$ cat config.mk
export PLATFORM = sky130hd
export DESIGN_NAME = tc_capture_channel
export DESIGN_NICKNAME = d
export VERILOG_FILES = /design/src/rtl/tcc_pkg.sv /design/src/rtl/tcc_pin_sync.sv /design/src/rtl/tcc_counter.sv /design/src/rtl/tcc_capture.sv /design/src/rtl/tc_capture_channel.sv
export SDC_FILE = /design/constraint.sdc
export NUM_CORES = 1
export LEC_CHECK = 0
export BUFFER_PORTS_ARGS = -buffer_cell sky130_fd_sc_hd__buf_2
export CORE_MARGIN = 1
export CORE_UTILIZATION = 53
export CTS_CLUSTER_SIZE = 24
export DETAILED_ROUTE_END_ITERATION = 12
export PLACE_DENSITY_LB_ADDON = 0.2
export RECOVER_POWER = 100
export SETUP_SLACK_MARGIN = 0.3
export SLEW_MARGIN = 20
export SYNTH_ARGS = -nofsm -noshare
export SYNTH_HDL_FRONTEND = slang
export SYNTH_SLANG_ARGS = --single-unit
$ cat constraint.sdc
create_clock -name clk -period 3.25 [get_ports clk]
set_input_delay 0.65 -clock clk [delete_from_list [all_inputs] [get_ports clk]]
set_output_delay 0.65 -clock clk [all_outputs]
set_load 0.005 [all_outputs]
$ cat src/rtl/tcc_pkg.sv
package tcc_pkg;

    typedef enum logic [1:0] {
        EDGE_OFF  = 2'd0,
        EDGE_RISE = 2'd1,
        EDGE_FALL = 2'd2,
        EDGE_ANY  = 2'd3
    } edge_sel_e;

    typedef struct packed {
        logic level;
        logic rise;
        logic fall;
    } pin_ev_t;

    localparam int ST_WRAP    = 0;
    localparam int ST_OVERRUN = 1;
    localparam int ST_CMP     = 4;
    localparam int ST_LOAD_A  = 5;
    localparam int ST_LOAD_B  = 6;
    localparam int ST_EXTTRG  = 7;
    localparam int ST_RUN     = 16;
    localparam int ST_PIN_A   = 17;
    localparam int ST_PIN_B   = 18;
    localparam int ST_W       = 19;
    localparam int FLAG_W     = 8;

    function automatic logic edge_match(edge_sel_e sel, pin_ev_t ev);
        case (sel)
            EDGE_RISE: return ev.rise;
            EDGE_FALL: return ev.fall;
            EDGE_ANY:  return ev.rise | ev.fall;
            default:   return 1'b0;
        endcase
    endfunction

endpackage

$ cat src/rtl/tcc_pin_sync.sv
module tcc_pin_sync
    import tcc_pkg::*;
#(
    parameter int STAGES = 2
) (
    input  logic    clk,
    input  logic    rst,
    input  logic    pin,
    output pin_ev_t ev
);
    // chain[STAGES-1] is the synchronized level, chain[STAGES] its previous value
    logic [STAGES:0] chain;

    always_ff @(posedge clk) begin
        if (rst) chain <= '0;
        else     chain <= {chain[STAGES-1:0], pin};
    end

    always_comb begin
        ev.level = chain[STAGES-1];
        ev.rise  = chain[STAGES-1] & ~chain[STAGES];
        ev.fall  = ~chain[STAGES-1] & chain[STAGES];
    end
endmodule

$ cat src/rtl/tcc_counter.sv
module tcc_counter #(
    parameter int W = 16
) (
    input  logic         clk,
    input  logic         rst,
    input  logic         tick,
    input  logic         en_cmd,
    input  logic         dis_cmd,
    input  logic         hard_trig,
    input  logic         rc_restart_en,
    input  logic [W-1:0] rc_val,
    input  logic         freeze_req,
    input  logic         off_req,
    output logic [W-1:0] count,
    output logic         running,
    output logic         adv,
    output logic         restart,
    output logic         cmp_hit,
    output logic         wrap
);
    localparam logic [W-1:0] TOP = '1;

    logic frozen;

    always_comb begin
        adv     = running & ~frozen & tick;
        cmp_hit = adv & (count == rc_val);
        restart = hard_trig | (rc_restart_en & cmp_hit);
        wrap    = adv & ~restart & (count == TOP);
    end

    always_ff @(posedge clk) begin
        if (rst) begin
            count   <= '0;
            running <= 1'b0;
            frozen  <= 1'b0;
        end else begin
            if (restart)  count <= '0;
            else if (adv) count <= count + 1'b1;

            if (dis_cmd | off_req) running <= 1'b0;
            else if (en_cmd)       running <= 1'b1;

            if (hard_trig)       frozen <= 1'b0;
            else if (freeze_req) frozen <= 1'b1;
        end
    end
endmodule

$ cat src/rtl/tcc_capture.sv
module tcc_capture
    import tcc_pkg::*;
#(
    parameter int W = 16
) (
    input  logic         clk,
    input  logic         rst,
    input  logic [W-1:0] count,
    input  pin_ev_t      ev_a,
    input  edge_sel_e    sel_a,
    input  edge_sel_e    sel_b,
    input  logic         hard_trig,
    input  logic         rd_a,
    input  logic         rd_b,
    output logic [W-1:0] cap_a,
    output logic [W-1:0] cap_b,
    output logic         load_a,
    output logic         load_b,
    output logic         overrun,
    output logic         armed_b
);
    logic unread_a, unread_b;

    always_comb begin
        load_a  = edge_match(sel_a, ev_a) & ~armed_b & ~hard_trig;
        load_b  = edge_match(sel_b, ev_a) &  armed_b & ~hard_trig;
        overrun = (load_a & unread_a & ~rd_a) | (load_b & unread_b & ~rd_b);
    end

    always_ff @(posedge clk) begin
        if (rst) begin
            cap_a    <= '0;
            cap_b    <= '0;
            unread_a <= 1'b0;
            unread_b <= 1'b0;
            armed_b  <= 1'b0;
        end else begin
            if (load_a) cap_a <= count;
            if (load_b) cap_b <= count;
            unread_a <= load_a | (unread_a & ~rd_a);
            unread_b <= load_b | (unread_b & ~rd_b);
            if (hard_trig)   armed_b <= 1'b0;
            else if (load_a) armed_b <= 1'b1;
            else if (load_b) armed_b <= 1'b0;
        end
    end
endmodule

$ cat src/rtl/tc_capture_channel.sv
module tc_capture_channel
    import tcc_pkg::*;
#(
    parameter int CNT_W  = 16,
    parameter int NSRC   = 4,
    parameter int SYNC_N = 2,
    localparam int SEL_W = (NSRC > 1) ? $clog2(NSRC) : 1
) (
    input  logic             clk,
    input  logic             rst,
    input  logic [NSRC-1:0]  tick_src,
    input  logic [SEL_W-1:0] clk_sel,
    input  logic             clk_en_cmd,
    input  logic             clk_dis_cmd,
    input  logic             sw_trig,
    input  logic             pin_a,
    input  logic             pin_b,
    input  logic [1:0]       ld_a_edge,
    input  logic [1:0]       ld_b_edge,
    input  logic             stop_on_b,
    input  logic             off_on_b,
    input  logic [1:0]       trg_edge,
    input  logic             trg_from_a,
    input  logic             rc_restart_en,
    input  logic [CNT_W-1:0] rc_val,
    input  logic             rd_a,
    input  logic             rd_b,
    input  logic             rd_status,
    input  logic [7:0]       irq_mask,
    output logic [CNT_W-1:0] count,
    output logic [CNT_W-1:0] cap_a,
    output logic [CNT_W-1:0] cap_b,
    output logic [ST_W-1:0]  status,
    output logic             irq
);
    localparam int NPIN = 2;

    logic [NPIN-1:0] pins;
    pin_ev_t         pev [NPIN];

    assign pins = {pin_b, pin_a};

    for (genvar p = 0; p < NPIN; p++) begin : g_pin
        tcc_pin_sync #(.STAGES(SYNC_N)) u_sync (
            .clk (clk),
            .rst (rst),
            .pin (pins[p]),
            .ev  (pev[p])
        );
    end

    logic tick, ext_hit, hard_trig;
    logic running, adv, restart, cmp_hit, wrap;
    logic load_a, load_b, overrun, armed_b;
    logic [FLAG_W-1:0] flags, events;

    always_comb begin
        tick      = (32'(clk_sel) < NSRC) ? tick_src[clk_sel] : 1'b0;
        ext_hit   = edge_match(edge_sel_e'(trg_edge), trg_from_a ? pev[0] : pev[1]);
        hard_trig = ext_hit | sw_trig;
    end

    tcc_counter #(.W(CNT_W)) u_cnt (
        .clk           (clk),
        .rst           (rst),
        .tick          (tick),
        .en_cmd        (clk_en_cmd),
        .dis_cmd       (clk_dis_cmd),
        .hard_trig     (hard_trig),
        .rc_restart_en (rc_restart_en),
        .rc_val        (rc_val),
        .freeze_req    (load_b & stop_on_b),
        .off_req       (load_b & off_on_b),
        .count         (count),
        .running       (running),
        .adv           (adv),
        .restart       (restart),
        .cmp_hit       (cmp_hit),
        .wrap          (wrap)
    );

    tcc_capture #(.W(CNT_W)) u_cap (
        .clk       (clk),
        .rst       (rst),
        .count     (count),
        .ev_a      (pev[0]),
        .sel_a     (edge_sel_e'(ld_a_edge)),
        .sel_b     (edge_sel_e'(ld_b_edge)),
        .hard_trig (hard_trig),
        .rd_a      (rd_a),
        .rd_b      (rd_b),
        .cap_a     (cap_a),
        .cap_b     (cap_b),
        .load_a    (load_a),
        .load_b    (load_b),
        .overrun   (overrun),
        .armed_b   (armed_b)
    );

    always_comb begin
        events             = '0;
        events[ST_WRAP]    = wrap;
        events[ST_OVERRUN] = overrun;
        events[ST_CMP]     = cmp_hit;
        events[ST_LOAD_A]  = load_a;
        events[ST_LOAD_B]  = load_b;
        events[ST_EXTTRG]  = ext_hit;
    end

    always_ff @(posedge clk) begin
        if (rst) flags <= '0;
        else     flags <= (rd_status ? '0 : flags) | events;
    end

    always_comb begin
        status                      = '0;
        status[FLAG_W-1:0]          = flags;
        status[ST_RUN]              = running;
        status[ST_PIN_A]            = pev[0].level;
        status[ST_PIN_B]            = pev[1].level;
        irq                         = |(flags & irq_mask);
    end
endmodule

# Word level (Yosys, flattened, before mapping)
# Cells that the tools add are included.
[word_totals] reg_bits=67 input_bits=50 out_inout_bits=68 elab_cells=80
[classes] n_addsub=1 n_lt_le_gt_ge=1 eq_ne=11 n_mux=9 bitwise=42 reduce_logical=5
[op_table] operator="$and 1x1->1" n=22
[op_table] operator="$add 16x1->16 const B" n=1
[op_table] operator="$eq 16x16->1" n=1
[op_table] operator="$eq 16x16->1 const B" n=1
[op_table] operator="$eq 2x2->1 const B" n=6
[op_table] operator="$not 1->1" n=10
[op_table] operator="$pmux 1 s3" n=3
[op_table] operator="$and 8x8->8" n=1
[op_table] operator="$mux 8" n=1
[op_table] operator="$or 1x1->1" n=8
[op_table] operator="$or 8x8->8" n=1
[op_table] operator="$reduce_or 8->1" n=1
[op_table] operator="$eq 2x1->1 const B" n=3
[op_table] operator="$reduce_or 2->1" n=3
[op_table] operator="$lt 2x3->1 const B" n=1
[op_table] operator="$mux 1" n=3
[op_table] operator="$bmux 1 s2" n=1
[op_table] operator="$mux 2" n=1
[op_table] operator="$reduce_bool 2->1" n=1

# Longest topological paths before layout
[logic_depth] depth_word=12 mapped_depth=9

# Hierarchy
# A second synthesis with hierarchy kept.
[hier_totals] cells_unflattened=312 area_unflattened_um2=3059.2
[modules_own_cells] mod="tcc_capture" instances=1 cells_per_inst=137 area_per_inst_um2=1473.9 seq_area_each_um2=700.7
[modules_own_cells] mod="tcc_counter" instances=1 cells_per_inst=115 area_per_inst_um2=1017.2 seq_area_each_um2=360.3
[modules_own_cells] mod="tc_capture_channel" instances=1 cells_per_inst=42 area_per_inst_um2=370.4 seq_area_each_um2=120.1
[modules_own_cells] mod="tcc_pin_sync" instances=2 cells_per_inst=9 area_per_inst_um2=98.8 seq_area_each_um2=60.1

# Worst setup path after synthesis
# Ideal clock, no wire load.
[synth_path] kind="input-to-reg" from="input clk_sel[0]" to="register u_cnt.count[10]" setup_ns=0.115 arrival_ns=1.938 path_slack_ns=1.198 stages=6 path_buffers=1 cell_sequence="nor3b_1 a2bb2oi_2 or3_4 o31ai_4 buf_6 nor2_1"
[synth_via] elab_chain_cells=7
[synth_rtl] element="start: declaration" line_no="tc_capture_channel.sv:12" source="input logic [SEL_W-1:0] clk_sel,"
[synth_rtl] element="$bmux 1 s2 (*)" line_no="tc_capture_channel.sv:58" source="tick = (32'(clk_sel) < NSRC) ? tick_src[clk_sel] : 1'b0;"
[synth_rtl] element="$mux 1 (implied by the code) (*)" line_no="tc_capture_channel.sv:58"
[synth_rtl] element="$and 1x1->1 (*)" line_no="tcc_counter.sv:26" source="adv = running & ~frozen & tick;"
[synth_rtl] element="$and 1x1->1" line_no="tcc_counter.sv:27" source="cmp_hit = adv & (count == rc_val);"
[synth_rtl] element="$and 1x1->1" line_no="tcc_counter.sv:28" source="restart = hard_trig | (rc_restart_en & cmp_hit);"
[synth_rtl] element="$or 1x1->1" line_no="tcc_counter.sv:28"
[synth_rtl] element="$reduce_or 2->1 (no line)"
[synth_rtl] element="end signal: assignment" line_no="tcc_counter.sv:39" source="else if (adv) count <= count + 1'b1;"
[synth_rtl] element="end: declaration" line_no="tcc_counter.sv:14" source="output logic [W-1:0] count,"
# Every way passes the cells marked *; elsewhere a longest branch is shown, timed or not. The select of a mux whose other input is x is not followed.
# A chain may end at the register's enable or synchronous reset.

# Worst setup path after layout
[layout_path] from="input clk_sel[1]" to="register u_cnt.count[14]"
# The elaborated chain is that of the path after synthesis.

==> key figures <==
Worst setup path
  – CP max stage cell: a2bb2oi_1
  – Crit-path max cell delay: 1.15 ns
  – CP Class: in -> reg
  – Worst Path Arrival: 2.90 ns
  – Type of origin of the critical path: primary input
  – CP Max Fanout: 17
  – Worst path top cell family by delay: compound AO/OA/AOI/OAI gates
  – CP Cell Sequence: buf_2 > mux2_2 > a2bb2oi_1 > or3_1 > o31ai_4 > a21oi_1
  – R2R setup slack: 0.75 ns
  – Buf+Inv Stages, Crit Path: 1
  – Setup crit end kind: flip-flop
  – Required @ worst endpoint: 3.51 ns

Die
  – Die Y-Extent: 78.6 um
  – Row count: 27
  – # IOs: 118
  – Starting Density: 55.8%
  – Die width: 78.6 um
  – Die footprint: 6180 sq um
  – Core footprint: 5570 sq um

Synthesis
  – Async set-reset flop share out of synthesis: 0%
  – Distinct cells, synth: 43
  – EDFF count, synth: 0
  – Synth Register Bits: 65
  – Synth Instances: 327
  – Syn. warnings: 0
  – Synthesized area per cell: 9.51 sq um
  – Ys flop type: dfxtp_1
  – Mapped Area: 3110 sq um
  – Sequential area share after synthesis: 41.9%

Clocking
  – Worst-path clk slew: 0.06 ns
  – Post-CTS setup buffers: 0
  – H-tree depth: 3
  – CTS Buffer Depth: 2
  – Clk Latency, worst-skew pair: 0.33 ns
  – TritonCTS clock tree: done
  – # clock sinks: 65
  – Cts repair resizes: 0
  – Hold buffers post-CTS: 0
  – Inserted Clock Buffers: 9
  – Clk root buf: clkbuf_8

Routing
  – Routed Antenna Nets: 0
  – Residual DRC: 0
  – Post-DR wirelength/cell: 13.4 um
  – Vias: 2533
  – Routed vias/inst: 5.02
  – Detailed Routing Iterations Pass 1: 4
  – Drt initial violations: 124
  – Post-Route WL: 6.78 mm

Place
  – DP HPWL: 4.96 mm
  – DP Area: 3620 sq um
  – GPL Wtd Cong: 0.827
  – I/O Buffers: 105

Finish
  – ANT cells: 0
  – Syn-to-layout area delta: 20.7%
  – Most frequent cells in the layout: buf_2 (84), dfxtp_1 (65), nand2b_1 (53), mux2i_1 (35), nor2_1 (26)
  – Nets: 481
  – Share of post-route cells with drive strength above 1: 23.6%
  – Final core utilization: 67.3%
  – Commonest non-fill, non-tap cell in the layout: buf_2
  – Fin area: 3750 sq um

Pwr
  – Net switching fraction of the power: 21.5%
  – Flop pwr share: 51.5%
  – Clock share of power: 41.9%
  – Internal Dissipation: 1.23 mW
  – Cell Pwr Density: 416 nW/um^2
  – Leak pwr: 1.60 nW
  – Switching pwr: 336 uW
  – Comb pwr share: 6.5%
  – Maximum vdd drop: 0.277 mV

Global routing
  – Grt total ovfl: 0
  – Total track usage: 22.9%
  – Global-route wire length before repair: 11.0 mm
  – GR Layer Usage met3: 3.60%
  – GRT busiest layer: met2
  – Met1 Usage GRT: 32.3%
  – Met2 Resource Use GR: 34.9%
  – Initial antenna violation count: 0
  – Pin count of the biggest net entering global routing: 34
  – Vias in the first global route: 2279

STA
  – RSZ-0062 raised after global routing: false
  – Setup_tns: 0 ns
  – Highest clock rate: 378 MHz
  – Final min period: 2.65 ns
  – Slew headroom: -0.171%
  – Min Hold Slack: 0.438 ns
  – Max-slew violations: 1
  – Fin crit share: 81.4%
  – Final setup fails: 0
  – Final worst clock skew: 0.00697 ns
  – Hold Violations, Final: 0
  – Least-Margin Pin Slew: 1.50 ns

Flow run
  – Maxcap violations: 1

Outcome
  – Failing checks: max-capacitance violations, max-slew violations
  – Status: finished, violations left

Hold path
  – Hold crit path type: reg -> reg
==> stage by stage <==
stage | power, mW | std cells | setup WS, ns
floorplan | 0.894 | 336 | 1.20
global placement | 0.924 | 489 | 0.688
detailed placement | 0.926 | 489 | 0.669
CTS | 1.58 | 505 | 0.981
global route | 1.63 | 505 | 0.457
finish | 1.56 | 505 | 0.605
==> worst register-to-register path, cell delays in order, from the launching register on <==
cell and delay [ns]:
dfxtp_1 0.34, inv_1 0.07, ha_1 0.31, nand2b_1 0.14, a21boi_0 0.14, o21ai_0 0.28, nor3_2 0.19, clkbuf_1 0.63
a2111oi_0 0.23
==> final cells by class <==
cell class,count,area (sq um)
multi-input combinational,235,1630
timing repair buffer,108,514
sequential,65,1300
tap,72,90.1
inverter,9,33.8
fill,488,1820
clock inverter,3,40.0
clock buffer,13,149
==> final timing paths <==
check	from	to	cells past startpoint
worst min register to register	g_pin[1].u_sync.chain[0]	g_pin[1].u_sync.chain[1]	1
worst max-delay path	clk_sel[1]	u_cnt.count[14]	6
worst min-delay path	g_pin[1].u_sync.chain[0]	g_pin[1].u_sync.chain[1]	1
worst max register to register	g_pin[0].u_sync.chain[1]	u_cnt.running	8
==> kinds of logic (layout without fill, tap and decap cells) <==
group	Yosys count	count (layout)	share of synthesized area [%]
and+or+nand+nor	130	130	23.9
DFF	65	65	41.9
muxes	36	36	11.6
buffers and inverters	36	133	6.56
xor gates and xnor gates	30	30	8.45
AOI/OAI and AO/OA	26	26	6.28
adders and majority gates	3	3	1.21
other	1	10	0.121
==> synth_stat cells, types with 5 or more instances <==
cell | count | area share [%]
a21oi_1 | 9 | 1.4
buf_4 | 13 | 3.1
clkbuf_1 | 8 | 0.97
dfxtp_1 | 65 | 42
inv_1 | 9 | 1.1
mux2i_1 | 35 | 11
nand2_1 | 11 | 1.3
nand2b_1 | 53 | 11
nor2_1 | 26 | 3.1
nor2b_1 | 6 | 1.2
nor3_1 | 5 | 0.80
nor3b_1 | 5 | 1.2
xnor2_1 | 21 | 5.9
xor2_1 | 9 | 2.5
==> sequential cells by signal, indices dropped and copies added, names as in the netlist <==
signal	flops
u_cap.cap_a	16
u_cap.cap_b	16
u_cnt.count	16
flags	6
g_pin.u_sync.chain	6
u_cap.armed_b	1
u_cap.unread_a	1
u_cap.unread_b	1
u_cnt.frozen	1
u_cnt.running	1
==> per-layer routing <==
layer | vias to the layer above | wire, um
li1 | 1278 | -
met1 | 1155 | 3210
met2 | 91 | 3100
met3 | 9 | 385
met4 | 0 | 85
met5 | - | 0
==> power by group through the flow <==
stage / logic (mW) / clock network, mW / registers, mW
global placement: 0.101 / 0 / 0.823
floorplan: 0.0717 / 0 / 0.822
finish: 0.102 / 0.656 / 0.805
global route: 0.113 / 0.709 / 0.805
detailed placement: 0.103 / 0 / 0.823
CTS: 0.104 / 0.668 / 0.805
No activity file was read; power rests on OpenSTA's default activity.
